### src/rtl/col_rx_pkg.sv
// Package: shared field types and constants for the column packet receiver.
// Assumes a fixed 40-bit frame layout; positions are used by the decoder only.
package col_rx_pkg;
    localparam int LANE_W    = 5;
    localparam int SAMPLES   = 8;
    localparam int PKT_W     = LANE_W * SAMPLES;
    localparam int DEV_W     = 5;
    localparam int BANK_W    = 4;
    localparam int COL_W     = 6;
    localparam int COP_W     = 4;
    localparam int XOP_W     = 5;
    localparam int MASK_W    = 16;
    localparam logic [COP_W-1:0] COP_WRITE = 4'b0100;

    typedef struct packed {
        logic [DEV_W-1:0]  dev;
        logic [BANK_W-1:0] bank;
        logic [COL_W-1:0]  col;
        logic [COP_W-1:0]  op;
    } colc_t;

    typedef struct packed {
        logic [DEV_W-1:0]  dev;
        logic [BANK_W-1:0] bank;
        logic [XOP_W-1:0]  op;
    } colx_t;

    typedef struct packed {
        logic              vld;
        logic [BANK_W-1:0] bank;
        logic [COL_W-1:0]  col;
    } pend_t;
endpackage

### src/rtl/col_rx_framer.sv
// Module: col_rx_framer
// Hunts for a start bit on the top lane bit, then gathers SAMPLES lane words
// into one frame and pulses done_o for one cycle once the last is captured.
// Assumes one lane sample per clock and no gap inside a frame.
module col_rx_framer #(
    parameter int LANE_W  = 5,
    parameter int SAMPLES = 8
) (
    input  logic                        clk,
    input  logic                        rst_n,
    input  logic [LANE_W-1:0]           lane_i,
    output logic [LANE_W*SAMPLES-1:0]   pkt_o,
    output logic                        done_o
);
    localparam int PKT_W = LANE_W * SAMPLES;
    localparam int CNT_W = (SAMPLES > 2) ? $clog2(SAMPLES) : 1;
    localparam logic [CNT_W-1:0] LAST = CNT_W'(SAMPLES - 1);

    logic [CNT_W-1:0] cnt_q;
    logic             busy_q;
    logic [PKT_W-1:0] shift_q;

    assign pkt_o = shift_q;

    // Frame capture: start on the start bit, shift in samples, flag the end.
    always_ff @(posedge clk) begin
        if (!rst_n) begin
            cnt_q   <= '0;
            busy_q  <= 1'b0;
            shift_q <= '0;
            done_o  <= 1'b0;
        end else begin
            done_o <= 1'b0;
            if (!busy_q) begin
                if (lane_i[LANE_W-1]) begin
                    busy_q  <= 1'b1;
                    cnt_q   <= CNT_W'(1);
                    shift_q <= {shift_q[PKT_W-LANE_W-1:0], lane_i};
                end
            end else begin
                shift_q <= {shift_q[PKT_W-LANE_W-1:0], lane_i};
                if (cnt_q == LAST) begin
                    busy_q <= 1'b0;
                    cnt_q  <= '0;
                    done_o <= 1'b1;
                end else begin
                    cnt_q <= cnt_q + CNT_W'(1);
                end
            end
        end
    end
endmodule

### src/rtl/col_rx_field_dec.sv
// Module: col_rx_field_dec
// Purely combinational split of a captured frame into its command part and
// its trailing mask or extended-command part, with per-part ID matching.
// Assumes the 40-bit layout in the package; reserved bits are dropped.
module col_rx_field_dec
    import col_rx_pkg::*;
(
    input  logic [PKT_W-1:0]  pkt_i,
    input  logic [DEV_W-1:0]  my_dev_i,
    output colc_t             colc_o,
    output logic              colc_hit_o,
    output logic              is_write_o,
    output logic              mask_sel_o,
    output logic [MASK_W-1:0] mask_o,
    output colx_t             colx_o,
    output logic              colx_hit_o
);
    logic unused_rsv;

    // Discarded bits: start flag and reserved positions.
    assign unused_rsv = ^{pkt_i[39], pkt_i[33], pkt_i[28:27], pkt_i[10], pkt_i[0]};

    // Field extraction and ID comparison for both parts.
    always_comb begin
        colc_o.dev  = pkt_i[38:34];
        colc_o.bank = pkt_i[32:29];
        colc_o.col  = pkt_i[26:21];
        colc_o.op   = pkt_i[20:17];
        mask_sel_o  = pkt_i[16];
        mask_o      = {pkt_i[7:0], pkt_i[15:8]};
        colx_o.dev  = pkt_i[15:11];
        colx_o.bank = pkt_i[9:6];
        colx_o.op   = pkt_i[5:1];
        colc_hit_o  = (colc_o.dev == my_dev_i);
        colx_hit_o  = (colx_o.dev == my_dev_i);
        is_write_o  = colc_hit_o && (colc_o.op == COP_WRITE);
    end
endmodule

### src/rtl/col_rx_wr_queue.sv
// Module: col_rx_wr_queue
// Shift queue of per-frame write records, advanced once per frame. tap_o
// shows the record pushed delay_i frames ago (0 acts as 1, above DEPTH as DEPTH).
// Assumes adv_i pulses once per received frame.
module col_rx_wr_queue
    import col_rx_pkg::*;
#(
    parameter int DEPTH = 4,
    parameter int SEL_W = 3
) (
    input  logic             clk,
    input  logic             rst_n,
    input  logic             adv_i,
    input  pend_t            push_i,
    input  logic [SEL_W-1:0] delay_i,
    output pend_t            tap_o
);
    localparam int IDX_W = (DEPTH > 1) ? $clog2(DEPTH) : 1;

    pend_t            stg_q [DEPTH];
    logic [IDX_W-1:0] idx;

    // Delay clamp and tap selection.
    always_comb begin
        if (delay_i == '0)
            idx = '0;
        else if (int'(delay_i) > DEPTH)
            idx = IDX_W'(DEPTH - 1);
        else
            idx = IDX_W'(int'(delay_i) - 1);
        tap_o = stg_q[idx];
    end

    for (genvar g = 0; g < DEPTH; g++) begin : g_stage
        // One queue stage: clear on reset, take the previous stage per frame.
        always_ff @(posedge clk) begin
            if (!rst_n)
                stg_q[g] <= '0;
            else if (adv_i)
                stg_q[g] <= (g == 0) ? push_i : stg_q[(g == 0) ? 0 : g-1];
        end
    end
endmodule

### src/rtl/col_rx.sv
// Module: col_rx (top)
// Column packet receiver: frames the lane, decodes both parts, pairs masks
// with earlier writes and registers one-cycle strobes with their fields.
// Assumes dev_id_i and rtr_slots_i are stable while frames arrive.
module col_rx
    import col_rx_pkg::*;
#(
    parameter int MAX_RTR = 4,
    parameter int RTR_W   = 3
) (
    input  logic              clk,
    input  logic              rst_n,
    input  logic [4:0]        dev_id_i,
    input  logic [RTR_W-1:0]  rtr_slots_i,
    input  logic [4:0]        col_i,
    output logic              cmd_valid_o,
    output logic [3:0]        cmd_bank_o,
    output logic [5:0]        cmd_col_o,
    output logic [3:0]        cmd_op_o,
    output logic              mask_valid_o,
    output logic [15:0]       mask_we_o,
    output logic [3:0]        mask_bank_o,
    output logic [5:0]        mask_col_o,
    output logic              mask_orphan_o,
    output logic              xcmd_valid_o,
    output logic [3:0]        xcmd_bank_o,
    output logic [4:0]        xcmd_op_o
);
    logic [PKT_W-1:0]  pkt;
    logic              frame_done;
    colc_t             colc;
    colx_t             colx;
    logic              colc_hit, colx_hit, is_write, mask_sel;
    logic [MASK_W-1:0] mask;
    pend_t             push_rec, tap_rec;

    col_rx_framer #(.LANE_W(LANE_W), .SAMPLES(SAMPLES)) u_framer (
        .clk    (clk),
        .rst_n  (rst_n),
        .lane_i (col_i),
        .pkt_o  (pkt),
        .done_o (frame_done)
    );

    col_rx_field_dec u_dec (
        .pkt_i      (pkt),
        .my_dev_i   (dev_id_i),
        .colc_o     (colc),
        .colc_hit_o (colc_hit),
        .is_write_o (is_write),
        .mask_sel_o (mask_sel),
        .mask_o     (mask),
        .colx_o     (colx),
        .colx_hit_o (colx_hit)
    );

    // Record for this frame: a write only if accepted by this device.
    always_comb begin
        push_rec.vld  = is_write;
        push_rec.bank = colc.bank;
        push_rec.col  = colc.col;
    end

    col_rx_wr_queue #(.DEPTH(MAX_RTR), .SEL_W(RTR_W)) u_queue (
        .clk     (clk),
        .rst_n   (rst_n),
        .adv_i   (frame_done),
        .push_i  (push_rec),
        .delay_i (rtr_slots_i),
        .tap_o   (tap_rec)
    );

    // Output register: strobes for one cycle, fields loaded per frame.
    always_ff @(posedge clk) begin
        if (!rst_n) begin
            cmd_valid_o   <= 1'b0;
            cmd_bank_o    <= '0;
            cmd_col_o     <= '0;
            cmd_op_o      <= '0;
            mask_valid_o  <= 1'b0;
            mask_we_o     <= '0;
            mask_bank_o   <= '0;
            mask_col_o    <= '0;
            mask_orphan_o <= 1'b0;
            xcmd_valid_o  <= 1'b0;
            xcmd_bank_o   <= '0;
            xcmd_op_o     <= '0;
        end else begin
            cmd_valid_o   <= frame_done && colc_hit;
            mask_valid_o  <= frame_done && mask_sel && tap_rec.vld;
            mask_orphan_o <= frame_done && mask_sel && !tap_rec.vld;
            xcmd_valid_o  <= frame_done && !mask_sel && colx_hit;
            if (frame_done) begin
                cmd_bank_o  <= colc.bank;
                cmd_col_o   <= colc.col;
                cmd_op_o    <= colc.op;
                mask_we_o   <= mask;
                mask_bank_o <= tap_rec.bank;
                mask_col_o  <= tap_rec.col;
                xcmd_bank_o <= colx.bank;
                xcmd_op_o   <= colx.op;
            end
        end
    end
endmodule

### config.mk
export PLATFORM = sky130hd
export DESIGN_NAME = col_rx
export DESIGN_NICKNAME = d
export VERILOG_FILES = /design/src/rtl/col_rx_pkg.sv /design/src/rtl/col_rx_framer.sv /design/src/rtl/col_rx_field_dec.sv /design/src/rtl/col_rx_wr_queue.sv /design/src/rtl/col_rx.sv
export SDC_FILE = /design/constraint.sdc
export NUM_CORES = 1
export LEC_CHECK = 0
export ABC_AREA = 1
export CORE_MARGIN = 2
export CORE_UTILIZATION = 58
export CTS_CLUSTER_SIZE = 20
export DETAILED_ROUTE_END_ITERATION = 12
export PLACE_DENSITY = 0.84
export RECOVER_POWER = 50
export SKIP_CTS_REPAIR_TIMING = 1
export SLEW_MARGIN = 0
export SYNTH_ARGS = -nofsm -noshare
export SYNTH_HDL_FRONTEND = slang
export SYNTH_HIERARCHICAL = 1
export SYNTH_SLANG_ARGS = --single-unit
### constraint.sdc
create_clock -name clk -period 4.7 [get_ports clk]
set_input_delay 0.47 -clock clk [delete_from_list [all_inputs] [get_ports clk]]
set_output_delay 0.47 -clock clk [all_outputs]
set_load 0.02 [all_outputs]
**Yosys cells after proc, flatten, opt, wreduce, memory -nomap -nowiden**

Memories as Yosys holds them, arrays and structs flattened.
Cells that the tools add are included.

- Bits in registers: 97
- Bits in latches: 0
- RAM bits: 44
- Memory bits (read-only): 0
- Input port bits: 15
- Output and inout port bits: 53
- Logic and storage cells: 59
- Memories: 1

- Add/sub/neg operators: 2
- $mul: 0
- Divide/modulo/power cells: 0
- Magnitude comparators: 1
- Eq/ne operators: 4
- Shift-type cells: 0
- Mux-type cells: 19
- Bitwise operators: 4
- Reduce and logical (&&, ||, !) cells: 12

Memories:

| name | depth | width | read ports | clocked after Yosys merged registers in | write ports | RTL line | RTL |
|---|---|---|---|---|---|---|---|
| u_queue.stg_q | 4 | 11 | 4 | 0 | 4 | col_rx_wr_queue.sv:20 | `pend_t stg_q [DEPTH];` |

Operators with widths:

| operator | count |
|---|---|
| $mux 39 | 2 |
| $mux 11 | 4 |
| $eq 5x5->1 | 2 |
| $mux 3 | 3 |
| $mux 1 | 8 |
| $logic_and 1x1->1 | 7 |
| $eq 4x3->1 const B | 1 |
| $mux 2 | 2 |
| $or 1x1->1 | 4 |
| $add 3x1->3 const B | 1 |
| $eq 3x3->1 const B | 1 |
| $gt 3x3->1 const B | 1 |
| $logic_not 3->1 | 1 |
| $logic_not 1->1 | 2 |
| $reduce_and 2->1 | 1 |
| $reduce_bool 2->1 | 1 |
| $sub 2x1->2 const B | 1 |

**Depth between registers and ports, before layout**

Gate-level depths: netlist of the first run.
An unclocked memory read counts as a cell.

- Word-level depth: 6
- Gate-level depth with buffers: 12
- Mapped depth without buffers: 11

**By module**

Netlist of the first run, hierarchy kept.

Modules (own cells, without submodules):

| module | times used | cells each | area each (um^2) | sequential area each (um^2) |
|---|---|---|---|---|
| col_rx_wr_queue | 1 | 240 | 2223.4 | 1321.3 |
| col_rx | 1 | 324 | 2173.3 | 1061.0 |
| col_rx_framer | 1 | 275 | 1808.0 | 900.9 |
| col_rx_field_dec | 1 | 88 | 553.0 | 0.0 |

**Worst setup path before layout of the first run**

Ideal clock, no wire load.

- Kind: input to register
- Start: in rst_n
- End: mem u_queue/stg_q[0][0] (netlist name), enable pin
- Library setup time: 0.402 ns
- Data arrival time: 1.413 ns
- Data required time: 4.298 ns
- Slack: 2.885 ns
- Cell stages on the path: 1
- Buffers on the path: 0
- Cells stage by stage: nand2_1

RTL lines:

| element | RTL line | RTL |
|---|---|---|
| from (decl) | col_rx.sv:12 | `input logic rst_n,` |
| to (decl) | col_rx_wr_queue.sv:20 |  |

==> flow_summary.yaml, run 1 <==
yosys:
  avgSynthCellArea_um2: 7.29
  syn_nets: 929
  syn_inst: 911
  yosys_warnings: 6
  netlist_area_um2: 6640
clocking:
  htree_levels: 4
  cts.root.buffer_cell: "clkbuf_16"
  numCtsBuffers: 17
  worstSkewPairLatency_ns: 0.42
  path_clk_slew_ns: 0.06
  cts_tree: "done"
  clockBufferDepth: 2
  clkSinkCount: 141
placement:
  pre_cts_ws_ns: 2.15
  port_buffers: 67
  place_congestion: 0.806
  dp_hpwl_um: 8160
routing:
  wl_um: 12900
  wl_per_cell_um: 12.0
  drc: 0
  vias: 5136
  drt_iter0_drc: 413
  antenna_left: 0
  viasPerCell: 4.78
  dr.pass1.iters: 6
timing:
  rsz0062_at_grt: "false"
  fmax_mhz: 354
  finalSetupViolCount: 0
  hold_viol_final: 0
  worstMarginPinSlew_ns: 1.89
  fin_worst_skew_ns: 0.00625
  report.final.slew_viol_count: 102
  relSlewSlack_pct: -26.1
  worst_hold_slack_ns: 0.465
  min_period_over_period_pct: 60.1
  period_minus_slack_ns: 2.82
  tns_ns: 0
  layout_setup_ws_ns: 1.88
cells_and_area:
  num_antenna_cells: 0
  layout.nets: 936
  drive_above_1_share_pct: 4.19
  final_core_util_pct: 65.9
  area_growth_pct: 12.3
setup_path:
  crit_arrival_ns: 2.88
  cp-start-kind: "flip-flop"
  crit_required_ns: 4.76
  end_kind: "flip-flop"
  path_max_fanout: 101
  critPathKind: "flip-flop to flip-flop"
floorplanning:
  initial_core_util_pct: 58.7
  io_pins: 68
  die_w_um: 111
  coreArea_um2: 11300
  die_area_um2: 12300
  die_y_um: 111
  num_rows: 39
pwr:
  p_clk_share_pct: 44.5
  ir_drop_mv: 0.287
  internal_power_mw: 2.11
  p_seq_share_pct: 47.8
  cellPowerDensity_nw_per_um2: 372
  pwr-share-comb_pct: 7.7
  p_sw_mw: 0.673
  p_leak_nw: 3.34
  power_mw: 2.78
  sw_frac_of_total_pct: 24.2
run_status:
  violations: "max-capacitance violations, max-slew violations"
  outcome: "complete, but fails checks"
grt:
  grt_start_max_net_pins: 102
  grt_pass1_vias: 4724
  grt_antenna_before_repair: 0
  grt.total_usage_pct: 21.8
  overflow: 0
  grt_pass1_wl_um: 21500
job:
  max_cap_viol_count: 1
min_path:
  hold_class: "flip-flop to flip-flop"
-- cell usage in the layout (no fill, tap or decap), drive strengths merged, types with 7 or more instances in the layout --
cell,instances
nand3b,12
nand2,214
clkinv,7
nor2,231
dfxtp,97
dlygate4sd3,30
clkdlybuf4s50,36
clkbuf,23
nand3,59
edfxtp,44
inv,154
-- worst max-delay path, stage by stage (launching register included) --
cell and delay (ns):
dfxtp_4 0.34, clkbuf_2 1.33, inv_1 0.10, nand2_1 0.20, buf_4 0.47
-- power by group through the flow --
stage / clock network (mW) / registers, mW / logic (mW)
3_5_place_dp: 0 / 1.35 / 0.210
3_3_place_gp: 0 / 1.35 / 0.203
6_report: 1.24 / 1.33 / 0.214
2_1_floorplan: 0 / 1.34 / 0.208
4_1_cts: 1.25 / 1.33 / 0.214
5_1_grt: 1.30 / 1.33 / 0.248
-- registers in the layout, summed over array words and instances, names as in the netlist, 5 cells and up --
register,flops
cmd_col_o,6
u_framer/pkt_o,39
mask_col_o,6
mask_we_o,16
u_queue/stg_q,44
xcmd_op_o,5
-- final timing paths --
kind	end	slack [ns]	from	cells past startpoint
hold reg to reg	mask_we_o[10]$_SDFFE_PN0P_	0.47	mask_we_o[10]$_SDFFE_PN0P_	2
setup / recovery	u_queue/stg_q[2][5]$_SDFFCE_PN0P_	1.88	u_framer/done_o$_SDFF_PN0_	4
hold / removal	mask_we_o[10]$_SDFFE_PN0P_	0.47	mask_we_o[10]$_SDFFE_PN0P_	2
setup reg to reg	u_queue/stg_q[2][5]$_SDFFCE_PN0P_	1.88	u_framer/done_o$_SDFF_PN0_	4
-- routing by layer --
metal / up-vias / track usage (%) / wire length (um)
met2: 153 / 36.5 / 6240
met4: 0 / 9.71 / 311
met1: 2284 / 26.6 / 5580
met3: 28 / 5.69 / 740
met5: - / 0 / 0
li1: 2671 / - / -
-- cell type report --
cell class              instances  area (um2)
multi-input cells             533        2200
flip-flops and latches        141        3270
clock inverters                12        97.6
repair buffers                 72         696
well taps                     143         179
clock buffers                  20         447
fillers                       950        3860
inverters                     153         574
-- through the flow --
step	cells	area, um2
floorplan	911	6640
global placement	1042	6930
detailed placement	1042	6930
CTS	1074	7470
global route	1074	7460
finish	1074	7460
No activity file was read; power rests on OpenSTA's default activity.
==> run 2, diff against run 1 <==
CORE_UTILIZATION = 52   (was 58)
PLACE_DENSITY = 0.8   (was 0.84)
clock period = 2.4 ns   (was 4.7 ns; I/O delays follow)
==> run 2 against run 1 <==
The run now ends clean. Highest routed layer unchanged. Die area is 11% higher. Clock-buffer cell count rose by 4. Non-clock buffer count rose by 3. Largest cell class unchanged. Clock power increased by 100%.
==> flow_summary.yaml, run 2 (synthesis gave the netlist of run 1 again) <==
cells_and_area:
  drive_above_1_share_pct: 5.03
  layout.cells.non_filler: 1106
  num_antenna_cells: 0
  final_common_cell: "nor2_1"
  area_growth_pct: 14.3
  largest_reg_flops: 44
  layout_common_cells: "nor2_1, nand2_1, inv_1"
  layout.nets: 939
  final_core_util_pct: 60.4
  largest_register: "u_queue/stg_q"
timing:
  worstMarginPinSlew_ns: 0.837
  finalSetupViolCount: 0
  layout_setup_ws_ns: 0.680
  report.final.slew_viol_count: 0
  relSlewSlack_pct: 44.2
  rsz0062_at_grt: "false"
  hold_viol_final: 0
  period_minus_slack_ns: 1.72
  tns_ns: 0
  fmax_mhz: 581
  min_period_over_period_pct: 71.7
  fin_worst_skew_ns: 0.00998
floorplanning:
  io_pins: 68
  die_y_um: 117
  initial_core_util_pct: 52.9
  die_area_um2: 13700
  num_rows: 41
  die_w_um: 117
  coreArea_um2: 12600
routing:
  vias: 5004
  wl_um: 12400
  wl_per_cell_um: 11.2
  drc: 0
  drt_iter0_drc: 445
  dr.pass1.iters: 5
  viasPerCell: 4.52
  antenna_left: 0
setup_path:
  end_kind: "flip-flop"
  r2r.worst_path.cells: 5
  critPathKind: "flip-flop to flip-flop"
  crit_required_ns: 2.69
  reg2reg_slack_ns: 0.68
  crit_arrival_ns: 2.01
  path_max_fanout: 33
  cp-start-kind: "flip-flop"
placement:
  dp_hpwl_um: 7970
  place_congestion: 0.805
  place_inst: 1074
  port_buffers: 67
  pre_cts_ws_ns: 0.301
job:
  max_cap_viol_count: 0
clocking:
  path_clk_slew_ns: 0.06
  cts_tree: "done"
  worstSkewPairLatency_ns: 0.41
  clkSinkCount: 141
  numCtsBuffers: 17
  htree_levels: 4
  cts.root.buffer_cell: "clkbuf_16"
  clockBufferDepth: 2
pwr:
  p_seq_share_pct: 47.0
  sw_frac_of_total_pct: 23.1
  internal_power_mw: 4.26
  ir_drop_mv: 0.468
  power_mw: 5.53
  p_clk_share_pct: 45.3
  pwr-share-comb_pct: 7.7
  p_sw_mw: 1.27
  cellPowerDensity_nw_per_um2: 728
  p_leak_nw: 3.34
grt:
  grt_start_max_net_pins: 63
  overflow: 0
  grt.total_usage_pct: 18.9
  grt_pass1_wl_um: 20400
  grt_antenna_before_repair: 0
  grt_pass1_vias: 4532
run_status:
  outcome: "completed"
min_path:
  hold_class: "primary input to flip-flop"
  min_delay_path_depth: 3
[run 2: cell count changes in the layout (fill, tap and decap cells not counted), sizes merged]
cell           change
dlygate4sd3       -19
buf                +4
bufinv             -1
clkbuf             +3
clkinvlp           -3
clkdlybuf4s50     +19
[run 2: worst paths after layout]
path                              startpoint                               to
hold / removal                         rst_n   u_framer/cnt_q[0]$_SDFFE_PN0P_
setup / recovery  u_framer/busy_q$_SDFF_PN0_  u_framer/pkt_o[26]$_SDFFE_PN0P_
hold reg to reg   cmd_bank_o[0]$_SDFFE_PN0P_       cmd_bank_o[0]$_SDFFE_PN0P_
setup reg to reg  u_framer/busy_q$_SDFF_PN0_  u_framer/pkt_o[26]$_SDFFE_PN0P_
[run 2: final cells by class]
cell class	count	area, um2
Fill cell	1039	4970
Sequential cell	141	3270
Multi-Input combinational cell	533	2210
Timing Repair Buffer	75	746
Inverter	153	574
Clock buffer	24	537
Tap cell	172	215
Clock inverter	8	48.8
[run 2: through the flow]
stage               hold slack (ns)  area [um2]
finish                        0.348        7590
global route                  0.391        7590
CTS                           0.345        7610
detailed placement            0.462        7030
global placement              0.456        7030
floorplan                     0.357        6640
[run 2: power by group through the flow]
stage	Sequential (mW)	Clock, mW	Combinational (mW)
final	2.60	2.51	0.424
after floorplan	2.62	0	0.408
after global routing	2.61	2.63	0.498
after global placement	2.65	0	0.410
after detailed placement	2.65	0	0.419
after CTS	2.60	2.54	0.425
[run 2: layer usage]
| metal | vias up | track usage, % | part of all wire (%) |
|---|---|---|---|
| li1 | 2666 | - | - |
| met1 | 2197 | 24.2 | 46 |
| met2 | 130 | 31.9 | 48 |
| met3 | 11 | 4.33 | 5.0 |
| met4 | 0 | 6.04 | 1.2 |
| met5 | - | 0 | 0 |
[run 2: critical path: stages (launching register included)]
cell and delay, ns:
dfxtp_1 0.36, nor2_4 0.42, clkbuf_2 0.57, nand2_1 0.10, nand2_1 0.08, nor2_1 0.06
==> run 3, diff against run 2 <==
CORE_UTILIZATION = 57   (was 52)
PLACE_DENSITY = 0.83   (was 0.8)
clock period = 1.8 ns   (was 2.4 ns; I/O delays follow)
==> run 3 against run 2 <==
First-iteration DRC count fell by 4.3%. Register-to-register slack got worse by 0.43 ns. Clock-buffer cell count rose by 3. Sequential power rose by 33%. Sequential share of layout area fell by 0.31 points. Flip-flop and latch count did not move. Hold slack got worse by 0.23 ns. Power rose by 35%. Worst setup slack got worse by 0.44 ns. Global-route usage rose by 2.3 points. Non-clock buffer count rose by 5. Clock skew fell by 0.0050 ns.
==> flow_summary.yaml, run 3 (synthesis gave the netlist of run 1 again) <==
run_status:
  outcome: "completed"
setup_path:
  end_kind: "output port"
  critical_path.top_delay_family: "buffers and inverters"
  critPathSlowestCell: "clkdlybuf4s50_1"
  worst_path_largest_cell_delay_ns: 0.61
  crit_required_ns: 1.62
  worstPathCellList: "clkdlybuf4s50_1"
  crit_end: "mask_col_o[4]"
  cp_num_buf_inv: 1
  reg2reg_from: "u_framer/busy_q$_SDFF_PN0_"
  path_max_fanout: 2
  reg2reg_to: "u_framer/pkt_o[27]$_SDFFE_PN0P_"
  crit_start: "mask_col_o[4]$_SDFFE_PN0P_"
  reg2reg_slack_ns: 0.25
  crit_arrival_ns: 1.38
  cp-start-kind: "flip-flop"
  path_depth: 1
  r2r.worst_path.cells: 5
  critPathKind: "flip-flop to output port"
pwr:
  sw_frac_of_total_pct: 22.7
  ir_drop_mv: 0.710
  internal_power_mw: 5.78
  p_clk_share_pct: 45.6
  p_leak_nw: 3.33
  p_sw_mw: 1.69
  pwr-share-comb_pct: 8.0
  cellPowerDensity_nw_per_um2: 979
  p_seq_share_pct: 46.4
cells_and_area:
  layout_common_cells: "nor2_1, nand2_1, inv_1"
  largest_reg_flops: 44
  final_common_cell: "nor2_1"
  drive_above_1_share_pct: 5.22
  largest_register: "u_queue/stg_q"
  num_antenna_cells: 0
  layout.cells.non_filler: 1082
  layout.nets: 944
  area_growth_pct: 15.0
routing:
  top_layer: "met4"
  wl_um: 12600
  dr.pass1.iters: 5
  viasPerCell: 4.76
  drt_iter0_drc: 426
  wl_met1_um: 5630
  wl_met3_um: 633
  drc: 0
  antenna_left: 0
  vias: 5155
  wl_per_cell_um: 11.6
  dr_wl_met2_um: 6140
floorplanning:
  die_y_um: 112
  initial_core_util_pct: 58.2
  die_w_um: 112
  coreArea_um2: 11400
  num_rows: 39
  io_pins: 68
  die_area_um2: 12500
timing:
  layout_setup_ws_ns: 0.241
  relSlewSlack_pct: 40.4
  tns_ns: 0
  report.final.slew_viol_count: 0
  period_minus_slack_ns: 1.56
  rsz0062_at_grt: "false"
  worst_hold_slack_ns: 0.118
  fin_worst_skew_ns: 0.00498
  fmax_mhz: 641
  finalSetupViolCount: 0
  min_period_over_period_pct: 86.6
  hold_viol_final: 0
  worstMarginPinSlew_ns: 0.893
clocking:
  path_clk_slew_ns: 0.06
  cts.root.buffer_cell: "clkbuf_16"
  numCtsBuffers: 17
  htree_levels: 4
  clockBufferDepth: 2
  cts_tree: "done"
  worstSkewPairLatency_ns: 0.41
  clkSinkCount: 141
placement:
  pre_cts_ws_ns: -0.217
  port_buffers: 67
  dp_hpwl_um: 8100
  place_congestion: 0.867
  place_inst: 1050
min_path:
  hold_class: "primary input to flip-flop"
  hp-start: "rst_n"
grt:
  grt.total_usage_pct: 21.2
  grt_antenna_before_repair: 0
  grt_start_max_net_pins: 87
  grt_pass1_vias: 4790
  grt_pass1_wl_um: 21700
  overflow: 0
job:
  max_cap_viol_count: 0
-- run 3: worst min path at each step --
stage	endpoint	slack, ns	cells after the start
2_1_floorplan	u_framer/pkt_o[4]$_SDFFE_PN0P_	0.30	2
3_3_place_gp	u_framer/cnt_q[1]$_SDFFE_PN0P_	0.45	2
6_report	u_framer/pkt_o[12]$_SDFFE_PN0P_	0.12	3
4_1_cts	u_framer/pkt_o[12]$_SDFFE_PN0P_	0.1	3
3_5_place_dp	u_framer/cnt_q[1]$_SDFFE_PN0P_	0.46	2
5_1_grt	u_framer/pkt_o[12]$_SDFFE_PN0P_	0.12	3
-- run 3: cell type report --
type | count | area (um2)
multi-input cells | 533 | 2220
repair buffers | 80 | 820
clock buffers | 27 | 536
fillers | 920 | 3780
flip-flops and latches | 141 | 3260
inverters | 153 | 574
clock inverters | 5 | 52.6
well taps | 143 | 179
-- run 3: metrics by stage --
| stage | power, mW | utilization, % | cell area [um2] |
|---|---|---|---|
| after floorplan | 4.04 | - | 6640 |
| after global placement | 4.10 | 62.1 | 7090 |
| after detailed placement | 4.12 | 62.1 | 7090 |
| after CTS | 7.51 | 67.2 | 7680 |
| after global routing | 7.77 | 66.9 | 7640 |
| final | 7.48 | 66.9 | 7640 |
-- run 3: routing by layer --
metal / track usage [%] / vias up
li1: - / 2677
met1: 27.5 / 2333
met2: 35.3 / 129
met3: 4.90 / 16
met4: 7.24 / 0
met5: 0 / -
-- run 3: power by group through the flow --
stage	Sequential [mW]	Combinational [mW]	Clock, mW
3_3_place_gp	3.53	0.573	0
6_report	3.47	0.597	3.41
4_1_cts	3.47	0.599	3.45
2_1_floorplan	3.50	0.544	0
5_1_grt	3.48	0.694	3.60
3_5_place_dp	3.53	0.589	0
